`config.mk`:
```
export PLATFORM = sky130hd
export DESIGN_NAME = txmb_ctrl_status
export DESIGN_NICKNAME = d
export VERILOG_FILES = /design/src/rtl/txmb_pkg.sv /design/src/rtl/txmb_req_ctrl.sv /design/src/rtl/txmb_result.sv /design/src/rtl/txmb_msg_gate.sv /design/src/rtl/txmb_ctrl_status.sv
export SDC_FILE = /design/constraint.sdc
export NUM_CORES = 1
export LEC_CHECK = 0
export ABC_CLOCK_PERIOD_IN_PS = 3300
export BUFFER_PORTS_ARGS = -buffer_cell sky130_fd_sc_hd__buf_2
export CAP_MARGIN = 5
export CORE_AREA = 2 2 39 41
export CTS_CLUSTER_SIZE = 30
export DETAILED_ROUTE_END_ITERATION = 10
export DIE_AREA = 0 0 41 43
export PLACE_DENSITY = 0.58
export SLEW_MARGIN = 25
export SYNTH_ARGS = -nofsm -noshare
export SYNTH_HDL_FRONTEND = slang
export SYNTH_SLANG_ARGS = --single-unit
```
`constraint.sdc`:
```
create_clock -name clk -period 3.3 [get_ports clk]
set_clock_uncertainty 0.2 [all_clocks]
set_input_delay 0.165 -clock clk [delete_from_list [all_inputs] [get_ports clk]]
set_output_delay 0.165 -clock clk [all_outputs]
set_load 0.05 [all_outputs]
```
`src/rtl/txmb_pkg.sv`:
```
package txmb_pkg;

    localparam int CSR_W  = 8;
    localparam int B_TXRQ = 0;
    localparam int B_ABRQ = 1;
    localparam int B_RQCP = 2;
    localparam int B_TXOK = 3;
    localparam int B_ALST = 4;
    localparam int B_TERR = 5;

    typedef struct packed {
        logic done;
        logic ok;
        logic arb;
        logic err;
        logic abort_done;
    } eng_evt_t;

    typedef struct packed {
        logic terr;
        logic alst;
        logic txok;
    } att_res_t;

    typedef struct packed {
        logic attempt;
        logic tx_done;
        logic abort_done;
        logic idle_abort;
        logic new_req;
    } hw_evt_t;

    typedef struct packed {
        logic set_tx;
        logic set_ab;
        logic clr_rq;
    } sw_cmd_t;

    function automatic att_res_t classify(eng_evt_t e);
        att_res_t r;
        r.txok = e.ok;
        r.alst = e.arb & ~e.ok;
        r.terr = e.err & ~e.ok & ~e.arb;
        return r;
    endfunction

    function automatic sw_cmd_t decode_wr(logic wr, logic [2:0] d);
        sw_cmd_t c;
        c.set_tx = wr & d[B_TXRQ];
        c.set_ab = wr & d[B_ABRQ];
        c.clr_rq = wr & d[B_RQCP];
        return c;
    endfunction

    function automatic logic [CSR_W-1:0] pack_csr(logic txrq, logic abrq,
                                                  logic rqcp, att_res_t s);
        logic [CSR_W-1:0] v;
        v         = '0;
        v[B_TXRQ] = txrq;
        v[B_ABRQ] = abrq;
        v[B_RQCP] = rqcp;
        v[B_TXOK] = s.txok;
        v[B_ALST] = s.alst;
        v[B_TERR] = s.terr;
        return v;
    endfunction

endpackage

```
`src/rtl/txmb_req_ctrl.sv`:
```
module txmb_req_ctrl
    import txmb_pkg::*;
(
    input  logic     clk,
    input  logic     rst,
    input  sw_cmd_t  cmd,
    input  eng_evt_t eng,
    output logic     txrq_q,
    output logic     abrq_q,
    output hw_evt_t  hw
);

    always_comb begin
        hw.attempt    = eng.done & txrq_q;
        hw.tx_done    = eng.done & txrq_q & eng.ok;
        hw.abort_done = eng.abort_done & abrq_q & txrq_q & ~(eng.done & eng.ok);
        hw.idle_abort = cmd.set_ab & ~txrq_q & ~cmd.set_tx;
        hw.new_req    = cmd.set_tx & ~txrq_q;
    end

    always_ff @(posedge clk) begin
        if (rst) begin
            txrq_q <= 1'b0;
            abrq_q <= 1'b0;
        end else if (hw.tx_done || hw.abort_done) begin
            txrq_q <= 1'b0;
            abrq_q <= 1'b0;
        end else begin
            if (cmd.set_tx)
                txrq_q <= 1'b1;
            if (cmd.set_ab && (txrq_q || cmd.set_tx))
                abrq_q <= 1'b1;
        end
    end

    // a pending abort always has a pending transmission
    p_abort_needs_tx_r9: assert property (@(posedge clk) disable iff (rst)
        abrq_q |-> txrq_q);

    // a successful attempt withdraws the request
    p_success_clears_r3: assert property (@(posedge clk) disable iff (rst)
        hw.tx_done |=> !txrq_q && !abrq_q);

    // an attempt report with nothing pending changes nothing
    p_idle_report_r12: assert property (@(posedge clk) disable iff (rst)
        (!txrq_q && !cmd.set_tx) |=> !txrq_q);

endmodule

```
`src/rtl/txmb_result.sv`:
```
module txmb_result
    import txmb_pkg::*;
(
    input  logic     clk,
    input  logic     rst,
    input  logic     clr_rq,
    input  hw_evt_t  hw,
    input  att_res_t res_in,
    output logic     rqcp_q,
    output att_res_t stat_q
);

    logic hw_any;
    logic completion;

    always_comb begin
        completion = hw.tx_done | hw.abort_done | hw.idle_abort;
        hw_any     = completion | hw.attempt;
    end

    always_ff @(posedge clk) begin
        if (rst) begin
            rqcp_q <= 1'b0;
            stat_q <= '0;
        end else if (hw_any) begin
            if (completion)
                rqcp_q <= 1'b1;
            if (hw.attempt)
                stat_q <= res_in;
            else if (hw.idle_abort)
                stat_q.txok <= 1'b0;
        end else if (clr_rq || hw.new_req) begin
            rqcp_q <= 1'b0;
            stat_q <= '0;
        end
    end

    // a software clear with no competing event wipes all result flags
    p_sw_clear_r6: assert property (@(posedge clk) disable iff (rst)
        (clr_rq && !hw_any) |=> !rqcp_q && stat_q == '0);

    // completion wins over a same-cycle clear
    p_hw_wins_r8: assert property (@(posedge clk) disable iff (rst)
        (completion && clr_rq) |=> rqcp_q);

    // a fresh request starts with clean results
    p_new_req_r7: assert property (@(posedge clk) disable iff (rst)
        hw.new_req |=> !rqcp_q && !stat_q.txok);

    // an abort issued while empty never reports success
    p_idle_abort_r9: assert property (@(posedge clk) disable iff (rst)
        hw.idle_abort |=> rqcp_q && !stat_q.txok);

endmodule

```
`src/rtl/txmb_msg_gate.sv`:
```
module txmb_msg_gate #(
    parameter bit RX_CFG = 1'b0
) (
    input  logic req,
    input  logic busy,
    output logic grant
);

    generate
        if (RX_CFG) begin : g_rx
            assign grant = 1'b0;
        end else begin : g_tx
            assign grant = req & ~busy;
        end
    endgenerate

endmodule

```
`src/rtl/txmb_ctrl_status.sv`:
```
module txmb_ctrl_status
    import txmb_pkg::*;
#(
    parameter bit RX_CFG = 1'b0
) (
    input  logic             clk,
    input  logic             rst,
    input  logic             csr_wr_en,
    input  logic [CSR_W-1:0] csr_wr_data,
    output logic [CSR_W-1:0] csr_rd_data,
    input  logic             eng_attempt_done,
    input  logic             eng_tx_ok,
    input  logic             eng_arb_lost,
    input  logic             eng_tx_err,
    input  logic             eng_abort_done,
    input  logic             msg_wr_req,
    output logic             msg_wr_grant,
    output logic             tx_request,
    output logic             abort_request,
    output logic             mbox_empty,
    output logic             gsr_req_done,
    output logic             gsr_tx_ok
);

    sw_cmd_t  cmd;
    eng_evt_t eng;
    hw_evt_t  hw;
    att_res_t res_in;
    att_res_t stat;
    logic     txrq;
    logic     abrq;
    logic     rqcp;
    logic     unused_wr_hi;

    always_comb begin
        cmd            = decode_wr(csr_wr_en, csr_wr_data[2:0]);
        eng.done       = eng_attempt_done;
        eng.ok         = eng_tx_ok;
        eng.arb        = eng_arb_lost;
        eng.err        = eng_tx_err;
        eng.abort_done = eng_abort_done;
        res_in         = classify(eng);
        unused_wr_hi   = ^csr_wr_data[CSR_W-1:3];
    end

    txmb_req_ctrl u_req (
        .clk    (clk),
        .rst    (rst),
        .cmd    (cmd),
        .eng    (eng),
        .txrq_q (txrq),
        .abrq_q (abrq),
        .hw     (hw)
    );

    txmb_result u_res (
        .clk    (clk),
        .rst    (rst),
        .clr_rq (cmd.clr_rq),
        .hw     (hw),
        .res_in (res_in),
        .rqcp_q (rqcp),
        .stat_q (stat)
    );

    txmb_msg_gate #(.RX_CFG(RX_CFG)) u_gate (
        .req   (msg_wr_req),
        .busy  (txrq),
        .grant (msg_wr_grant)
    );

    always_comb begin
        csr_rd_data   = pack_csr(txrq, abrq, rqcp, stat);
        tx_request    = txrq;
        abort_request = abrq;
        mbox_empty    = ~txrq;
        gsr_req_done  = rqcp;
        gsr_tx_ok     = stat.txok;
    end

    // first cycle out of reset shows the cleared register
    p_reset_value_r1: assert property (@(posedge clk) disable iff (rst)
        $past(rst) |-> csr_rd_data == '0 && mbox_empty);

    // no message write is granted while a transmission is pending
    p_gate_busy_r11: assert property (@(posedge clk) disable iff (rst)
        msg_wr_grant |-> !tx_request);

    // status bits do not move on a write with no engine report
    p_status_ro_r2: assert property (@(posedge clk) disable iff (rst)
        (csr_wr_en && !csr_wr_data[B_RQCP] && !csr_wr_data[B_TXRQ] &&
         !csr_wr_data[B_ABRQ] && !eng_attempt_done && !eng_abort_done)
        |=> $stable(csr_rd_data[B_TERR:B_TXOK]));

endmodule

```
; Word level (Yosys, flattened, before mapping)
; Cells that the tools add are included.
[word_totals]
output_inout_bits = 14
wordCells = 50
inputBits = 17
register_bits = 6
[op_classes]
eq_ne = 3
mux = 8
bitwise_logic = 24
reduce_logical = 9
[ops]
columns = op, n
row1 = 1-bit bitwise AND, 16
row2 = 3-bit 2-to-1 mux, 2
row3 = 2-bit AND reduction, 3
row4 = 1-bit 2-to-1 mux, 5
row5 = 1-bit inverter, 5
row6 = 1-bit logical OR, 3
row7 = 3-bit by 1-bit != test with 1-bit output (second input constant), 1
row8 = 1-bit OR, 3
row9 = 2-bit 2-to-1 mux, 1
row10 = 2-bit by 1-bit != test with 1-bit output (second input constant), 1
row11 = 2-bit != test (second input constant), 1
row12 = 2-bit nonzero test, 1
row13 = 2-bit OR reduction, 1
row14 = 1-bit logical AND, 1

; Depth between registers and ports, before layout
; Gate-level depths: netlist of run 1.
[logic_depth]
word_depth = 8
mapped_depth = 4
depth_no_buf = 4

; By module
; A second synthesis of run 1 with hierarchy kept.
[hier_totals]
cells_unflattened = 47
area_unflattened_um2 = 399.1
[by_module_without_submodules]
columns = module, seq_area_each_um2, n_inst, area_each_um2, cells_each
row1 = txmb_result, 80.1, 1, 175.2, 19
row2 = txmb_req_ctrl, 40.0, 1, 120.1, 14
row3 = txmb_ctrl_status, 0.0, 1, 90.1, 13
row4 = txmb_msg_gate, 0.0, 1, 13.8, 1

; Least setup slack after synthesis of run 1
; No wires, ideal clock.
[synth_path]
kind = reg-to-reg
from = reg u_req.txrq_q
to = reg u_res.stat_q[0] (netlist name)
t_arrival_ns = 1.470
stages_incl_launch_ff = 5
slack_ns = 1.542
cell_sequence = dfxtp_1 inv_2 nor2_4 o2111ai_1 o31ai_1
[synth_between]
elab_chain_cells = 7
word_cells_on_any_way = 17
cone_classes = eq/ne (1) / mux (2) / bitwise (11) / reduce/logical (3)
[synth_rtl]
columns = item, line_no
row1 = from (decl), txmb_req_ctrl.sv:8  ; output logic txrq_q,
row2 = from (signal assigned), txmb_req_ctrl.sv:23  ; txrq_q <= 1'b0;
row3 = from (signal assigned), txmb_req_ctrl.sv:26  ; txrq_q <= 1'b0;
row4 = from (signal assigned), txmb_req_ctrl.sv:30  ; txrq_q <= 1'b1;
row5 = 1-bit inverter *, --
row6 = via mbox_empty, txmb_ctrl_status.sv:20  ; output logic mbox_empty,
row7 = 1-bit bitwise AND (2 in series), txmb_req_ctrl.sv:17  ; hw.idle_abort = cmd.set_ab & ~txrq_q & ~cmd.set_tx;
row8 = 1-bit OR, txmb_result.sv:17  ; completion = hw.tx_done | hw.abort_done | hw.idle_abort;
row9 = 1-bit OR, txmb_result.sv:18  ; hw_any = completion | hw.attempt;
row10 = 3-bit by 1-bit != test with 1-bit output (no source line) or 2-bit nonzero test (tied branches), --
row11 = 2-bit AND reduction (no source line), --
row12 = to (signal assigned), txmb_result.sv:29  ; stat_q <= res_in;
row13 = to (decl), txmb_result.sv:10  ; output att_res_t stat_q
; The timed path passes the listed nets; every way through them passes the cells marked *.
; A chain may end at the register's enable or synchronous reset.

; Final worst setup path of run 1
[layout_path]
from = reg u_req.txrq_q
to = out msg_wr_grant
[layout_between]
elab_chain_cells = 2
[layout_rtl]
columns = item, line_no
row1 = 1-bit inverter, txmb_msg_gate.sv:13  ; assign grant = req & ~busy;
row2 = 1-bit bitwise AND, txmb_msg_gate.sv:13
row3 = to (decl), txmb_ctrl_status.sv:17  ; output logic msg_wr_grant,
; Every way passes these cells.

==> summary by stage, run 1 <==
Drt
The routed design uses around 46 um of met3 wire. The pre-antenna-repair detailed-routing pass consisted of 2 iterations. In the final routing, the length of wire on met1 measures roughly 370 um. After detailed routing, the total wire length is roughly 800 um. In the detailed route, the total length drawn on met2 is 362 um. The highest layer touched by signal routing is met4. Dividing the detail-routed wire length by the instance count gives around 9.5 um. For this block, the initial DRC count from the detailed router was 5.

The total number of vias is 352. The remaining routing DRC violations is 0. The final antenna-violating net count is 0.

The detailed-route vias per instance is 4.190.

Synth
The most used flip-flop cell after synthesis is dfxtp_1. The count of yosys warnings during synthesis is 0. The post-synthesis cell type count is 23. The average footprint of a synthesized cell is approximately 8.3 um2. The commonest cells after synthesis are 6 x buf_4, 6 x dfxtp_1, 4 x nand2_1. In this run, synthesis produced a sequential element count of 6. The cell area after synthesis is approximately 360 um2. The share of synthesized registers carrying an async set or reset is 0. The post-synthesis cell count is 43. The cell type with the largest total area after synthesis is dfxtp_1. The count of flip-flops with a built-in enable after synthesis is 0. Ranked by total cell area, the synthesized netlist is headed by dfxtp_1 34%, buf_4 13%, o21ai_1 4.2%, nand2_1 4.2%, a22oi_2 3.5%. The share of synthesized area in the top cell type comes to 0.3357.

The sequential fraction of the synthesis area is 0.3357.

Timing
The number of hold violations in the final report is 0. Derived from the worst setup path, the maximum achievable clock frequency is ~640 MHz. The total negative setup slack is 0 ps. The final setup violation count is 0.

The shortest clock period the worst path allows after layout is 1573 ps. Setup repair after global routing left no endpoint under its margin. The count of pins over their slew limit was 0.

The post-layout worst setup margin is 1727 ps. In the finished design, the share of the clock period the worst path needs comes to 0.4766.

Setup path
Along the worst path, the maximum fanout reaches 10. Data arrives at the worst endpoint at 1210 ps. The worst setup slack for register-to-register paths is 1930 ps. STA classifies the critical path endpoint as an output port.

For the worst setup path, the data required time is around 2900 ps. The worst setup path is of the reg -> out kind. The type of element launching the critical path is a flip-flop.

GRT
The first global-routing pass estimated roughly 1300 um of wire. The number of global-route vias before repair is a little over 300. The number of antenna violations at the first check in global routing is 0. The total congestion overflow after global routing is 0. The global-route total usage across every layer is 0.1136. Entering global routing, the biggest net connects 11 pins.

Pwr
In this run the power density over the cells is about 420 nW/um2. Across the VDD grid, the largest voltage drop is around 0.00014 V. Summed over all cells, the static leakage comes to 0.2513 nW.

Job
The max capacitance violation total is 0.

Placed design
After legalization and detailed placement, the total HPWL measured 615.1 um. The congestion estimate from routability-driven global placement came to 0.6656. At the placement stage, the worst setup path has a slack of roughly 1900 ps. The count of buffers inserted at the top-level ports is 23.

Layout
For this run, the post-layout net count is 87. 0 antenna diodes ended up in the layout. Of the cells placed in the final design, the portion with a size suffix greater than 1 is 0.5147. Fill cells in the final layout number 157. The area growth from synthesis to layout is 43.71%.

Floorplan
The floorplan has 14 rows. The die is between 40 and 50 um wide. For this configuration, the core starts out at a cell density of 0.2586. Pin placement for this block handled 31 I/O pins. In this run the standard cell core region covers approximately 1400 um2. The overall die area is approximately 1800 um2. The height of the die is between 40 and 50 um.

Clock tree
TritonCTS created 3 clock buffers. The clock latency of the later-clocked register in the worst-skew pair is 240 ps. After clock tree synthesis, the clock-pin slew on the worst setup and hold paths is around 50 ps. CTS built an H-tree with a depth of 1. TritonCTS built the clock tree. The master cell of the clock root buffer is clkbuf_4. No sink is reached through more buffers than the 2 on the longest clock path. CTS saw 6 sinks. The number of setup buffers added after CTS is 0.

Min path
The tightest min-delay check is of the in -> reg type.

Status
The flow ran to the end, and the final reports show no timing, DRC or antenna violations.
==> flip-flops by register name (all words and copies together) (netlist names) <==
register	cells
u_res.stat_q	3
u_res.rqcp_q	1
u_req.txrq_q	1
u_req.abrq_q	1
==> where the power goes <==
part / total [mW] / internal [mW] / switching, mW
registers: 0.0797 / 0.0758 / 0.00396
logic: 0.0686 / 0.0205 / 0.0481
clock network: 0.0694 / 0.0413 / 0.0281
total: 0.218 / 0.138 / 0.0802
==> cell type report <==
cell class,instances,area (um2),area share
clock buffers,3,22.52,0.04380
well taps,16,20.02,0.03893
repair buffers,27,155.1,0.3017
multi-input cells,28,181.4,0.3528
inverters,4,15.01,0.02920
flip-flops and latches,6,120.1,0.2336
==> worst max-delay path, stage by stage, from the launching register on <==
cell     delay (ps)
dfxtp_1         510
and2b_2         250
buf_2           200
==> per-layer routing <==
metal,vias up,GRT usage
met5,-,0
met1,147,0.1419
met4,0,0.1200
li1,190,-
met3,2,0.03141
met2,13,0.1406
==> stage by stage <==
| stage | instances | utilization | power (mW) | instance area, um2 | hold slack [ps] |
|---|---|---|---|---|---|
| floorplan | 44 | - | 0.1332 | 361.6 | 34.41 |
| global placement | 77 | 0.3264 | 0.1462 | 451.7 | 197.3 |
| detailed placement | 77 | 0.3264 | 0.1465 | 451.7 | 203.0 |
| CTS | 84 | 0.3716 | 0.2209 | 514.2 | 35.88 |
| global route | 84 | 0.3716 | 0.2280 | 514.2 | 52.06 |
| finish | 84 | 0.3716 | 0.2178 | 514.2 | 39.24 |
==> worst paths after layout <==
kind                         from               to  depth (start not counted)
hold reg to reg   u_res.stat_q[1]  u_res.stat_q[1]                          2
hold / removal     csr_wr_data[1]     u_req.abrq_q                          3
setup / recovery     u_req.txrq_q     msg_wr_grant                          2
setup reg to reg     u_req.txrq_q  u_res.stat_q[1]                          4
==> cells in the final DEF (no fill, tap or decap) <==
master	netlist	layout
inv_2	1	1
nand3b_1	1	1
nor2_4	1	1
or2_2	1	1
a31oi_1	2	2
o2111ai_1	1	1
dfxtp_1	6	6
o31ai_1	1	1
nor3_2	1	1
nor2b_2	1	1
clkbuf_4	0	3
a21oi_1	2	2
conb_1	1	2
nor2_1	1	1
dlygate4sd3_1	0	4
and2b_2	1	1
nor3_1	2	2
o21ai_2	1	1
o21ai_1	3	3
nor3b_2	1	1
a22oi_2	1	1
buf_2	0	23
inv_1	3	3
nand2_1	4	4
nand3_1	1	1
==> kinds of logic (layout without fill, tap and decap cells) <==
family	after synthesis	after routing	share of synthesized area
AOI/OAI and AO/OA	11	11	0.2098
buffers and inverters	10	34	0.1678
DFF	6	6	0.3357
other	1	2	0.01048
and+or+nand+nor	15	15	0.2762
==> timing repair <==
action / 4_1_cts / 5_1_grt
hold buffers: 4 / 0
hold endpoints to repair: 6 / 0
setup endpoints to repair: 0 / 0
resized for setup: 0 / 0
Note: power is estimated with default switching activity, not from simulation.
==> run 2: changes to the inputs <==
--- a/config.mk
+++ b/config.mk
@@ -5,7 +5,7 @@
 export SDC_FILE = /design/constraint.sdc
 export NUM_CORES = 1
 export LEC_CHECK = 0
-export ABC_CLOCK_PERIOD_IN_PS = 3300
+export ABC_CLOCK_PERIOD_IN_PS = 1600
 export BUFFER_PORTS_ARGS = -buffer_cell sky130_fd_sc_hd__buf_2
 export CAP_MARGIN = 5
 export CORE_AREA = 2 2 39 41
==> constraint.sdc (replaced) <==
create_clock -name clk -period 1.6 [get_ports clk]
set_clock_uncertainty 0.2 [all_clocks]
set_input_delay 0.08 -clock clk [delete_from_list [all_inputs] [get_ports clk]]
set_output_delay 0.08 -clock clk [all_outputs]
set_load 0.05 [all_outputs]
==> summary by stage, run 2 (synthesis gave the netlist of run 1 again) <==
Layout
The area added between synthesis and finish is 55.24% (was 43.71%). Most frequent cells in the layout: 23 x buf_2, 8 x dlygate4sd3_1, 5 x dfxtp_1, 4 x nand2_1 (was 23 x buf_2, 6 x dfxtp_1, 4 x nand2_1, 4 x dlygate4sd3_1). The number of flip-flops under the largest register name came to 3 (unchanged). The fraction of layout cells with a size suffix above 1 is 0.5000 (was 0.5147). The leading cell type in the layout, fill and taps excluded was buf_2 (unchanged). The antenna diode count came to 0 (unchanged). The count of nets after finishing is 91 (was 87).

The non-filler instance count after layout is 88 (was 84). The register with the highest flop count was u_res.stat_q (unchanged).

Placed design
The count of buffers inserted at the top-level ports is 23 (unchanged). The cell count after placement is 77 (unchanged). The post-DP HPWL came to 598.8 um (was 615.1 um). The final weighted congestion in routability-driven placement is 0.6845 (was 0.6656).

Clock tree
The master cell of the clock root buffer is clkbuf_4 (unchanged). The number of H-tree branching levels is 1 (unchanged). The clock tree from TritonCTS is done (unchanged). The buffers inserted during post-CTS setup optimization is 0 (unchanged). The CTS buffer count is 3 (unchanged). The clock slew at the register clock pins of the worst setup and hold paths was 40 ps (was 50 ps). The maximum clock path buffer count is 2 (unchanged). The clock latency of the later-clocked register in the worst-skew pair is 240 ps (about the same). The number of sinks driven by the clock tree is 6 (unchanged). The total of cells resized after clock tree synthesis was 0 (unchanged).

Timing
The final setup violation count is 0 (unchanged). The fraction of the cycle the final worst path needs is 0.9029. The count of pins over their slew limit came to 0 (unchanged).

Timing would allow up to ~690 MHz. The total negative setup slack is 0 ps (unchanged). The shortest clock period the worst path allows after layout is around 1400 ps.

RSZ-0062 raised after global routing: no (unchanged). The number of hold violations in the final report is 0 (unchanged).

GRT
The number of antenna violations at the first check in global routing came to 0 (unchanged). The wire length of the first global-routing pass came to 1304 um (was 1269 um). The total congestion overflow after global routing is 0 (unchanged). The global-route total usage across every layer is 0.1119 (was 0.1136).

The largest net degree at the start of global routing is 11 (unchanged). The number of global-route vias before repair is 331 (was 307).

Pwr
The switching part of the total power came to 0.3558 (was 0.3683). The maximum resistive drop on vdd is 0.0004380 V (was 0.0001391 V). The internal power contribution is 0.2904 mW (was 0.1376 mW). The fraction of power consumed by combinational cells is 0.332 (was 0.315).

The net switching power figure is 0.1604 mW (was 0.08021 mW). The portion of total power attributed to sequential cells is 0.367 (was 0.366). The power density over the cells was 811.5 nW/um2 (was 423.5 nW/um2). The leakage power summed over all cells was 0.2683 nW (was 0.2513 nW).

The clock network fraction of design power was 0.301 (was 0.319).

Setup path
The maximum fanout along the worst path is 5 (was 10). The category of cells accounting for the largest share of critical-path delay is buffers and inverters (was flip-flops). The launching point of the worst reg2reg path was u_req.txrq_q (unchanged). The type of element launching the critical path is a primary input (was flip-flop). The capturing point of the worst reg2reg path is u_res.stat_q[1] (unchanged). The nature of the critical path endpoint is a flip-flop (was output port).

Cells traversed along the worst timing path: dlygate4sd3_1 > buf_2 > a22oi_2 > nor2_4 > nor3b_2 > o21ai_1 (was and2b_2 > buf_2). The capture point of the worst path was u_res.stat_q[1] (was msg_wr_grant). The largest stage delay on the critical path is 540 ps (was 510 ps). The critical path launch point is eng_tx_ok (was u_req.txrq_q). The slowest stage cell on the critical path was dlygate4sd3_1 (was dfxtp_1). The number of buffers and inverters on the critical path was 2 (was 1).

The critical path class is in -> reg (was reg -> out). The worst setup slack for register-to-register paths is 330 ps (was 1930 ps). The total number of cells along the worst setup path is 6 (was 2). The cell depth of the worst flop-to-flop path was 4 (unchanged). The arrival time of the worst setup path came to 1370 ps (was 1210 ps).

The required time of the worst setup path is 1520 ps (was 2930 ps).

Drt
The final antenna-violating net count is 0 (unchanged). The detailed-route wire length per cell came to 9.716 um (was 9.488 um). The total number of vias is 374 (was 352). The detailed-route vias per instance is 4.250 (was 4.190). The number of DRC violations after detailed-routing iteration 0 is 3 (was 5).

The number of search-and-repair iterations in the first detailed-routing pass was 4 (was 2). The remaining routing DRC violations is 0 (unchanged). The total wire length is 855 um (was 797 um).

Status
Run status: complete, no violations (unchanged).

Floorplan
The overall die area is 1763 um2 (unchanged). The core outline area is 1384 um2 (unchanged). The placement row count came to 14 (unchanged). The number of top-level design ports is 31 (unchanged). The die boundary width is 41 um (unchanged).

The effective utilization at floorplan came to 0.2586 (unchanged). The height of the die is 43 um (unchanged).

Job
The max capacitance violation total was 0 (unchanged).

Min path
The class of the most critical hold timing path is in -> reg (unchanged). The source of the worst hold timing path is eng_abort_done (was csr_wr_data[1]).
[run 2: cell count changes in the layout (fill, tap and decap cells not counted)]
cell,before,now
dfxtp_2,0,1
dfxtp_1,6,5
dlygate4sd3_1,4,8
[run 2: layout make-up]
cell class | instances | area [um2]
timing repair buffer | 31 | 195.2
tap | 16 | 20.02
inverter | 4 | 15.01
sequential | 6 | 121.4
multi-input combinational | 28 | 181.4
clock buffer | 3 | 22.52
fill | 148 | 828.3
[run 2: how the worst min path moves through the flow]
stage                       to  cells past startpoint
2_1_floorplan     u_res.rqcp_q                      1
3_3_place_gp   u_res.stat_q[1]                      3
3_5_place_dp   u_res.stat_q[1]                      3
4_1_cts           u_req.txrq_q                      4
5_1_grt           u_req.txrq_q                      4
6_report          u_req.txrq_q                      4
[run 2: through the flow]
stage                     setup slack (ps)  utilization  instance area, um2  power (mW)  hold WS (ps)
after floorplan                      142.9            -               362.8      0.2751        -50.59
after global placement               342.1       0.3273               452.9      0.3020         114.0
after detailed placement             334.1       0.3273               452.9      0.3027         111.5
after CTS                            77.53       0.4087               565.5      0.4606         20.33
after global routing                 110.3       0.4014               555.5      0.4781         40.40
final                                155.3       0.4014               555.5      0.4508         20.46
[run 2: tightest hold or removal path, cell delays in order]
cell	delay, ps
buf_2	80
a22oi_2	60
nor2_4	130
nor3_1	70
[run 2: routing by layer]
metal | up-vias | global-route usage | share of wire
met5 | - | 0 | 0
met4 | 0 | 0.02000 | 0
met3 | 0 | 0.07853 | 0.076
met2 | 17 | 0.1656 | 0.50
met1 | 159 | 0.1303 | 0.42
li1 | 198 | - | -
[run 2: power groups by stage]
stage | Combinational [mW] | Sequential [mW] | Clock [mW]
after floorplan | 0.0860 | 0.189 | 0
final | 0.150 | 0.165 | 0.136
after detailed placement | 0.134 | 0.168 | 0
after global placement | 0.134 | 0.168 | 0
after CTS | 0.153 | 0.166 | 0.142
after global routing | 0.158 | 0.166 | 0.153
[run 2: repair_timing]
item | in CTS | in global routing
setup endpoints to repair | 0 | 1
hold buffers | 9 | 0
endpoints found under the hold margin | 6 | 0
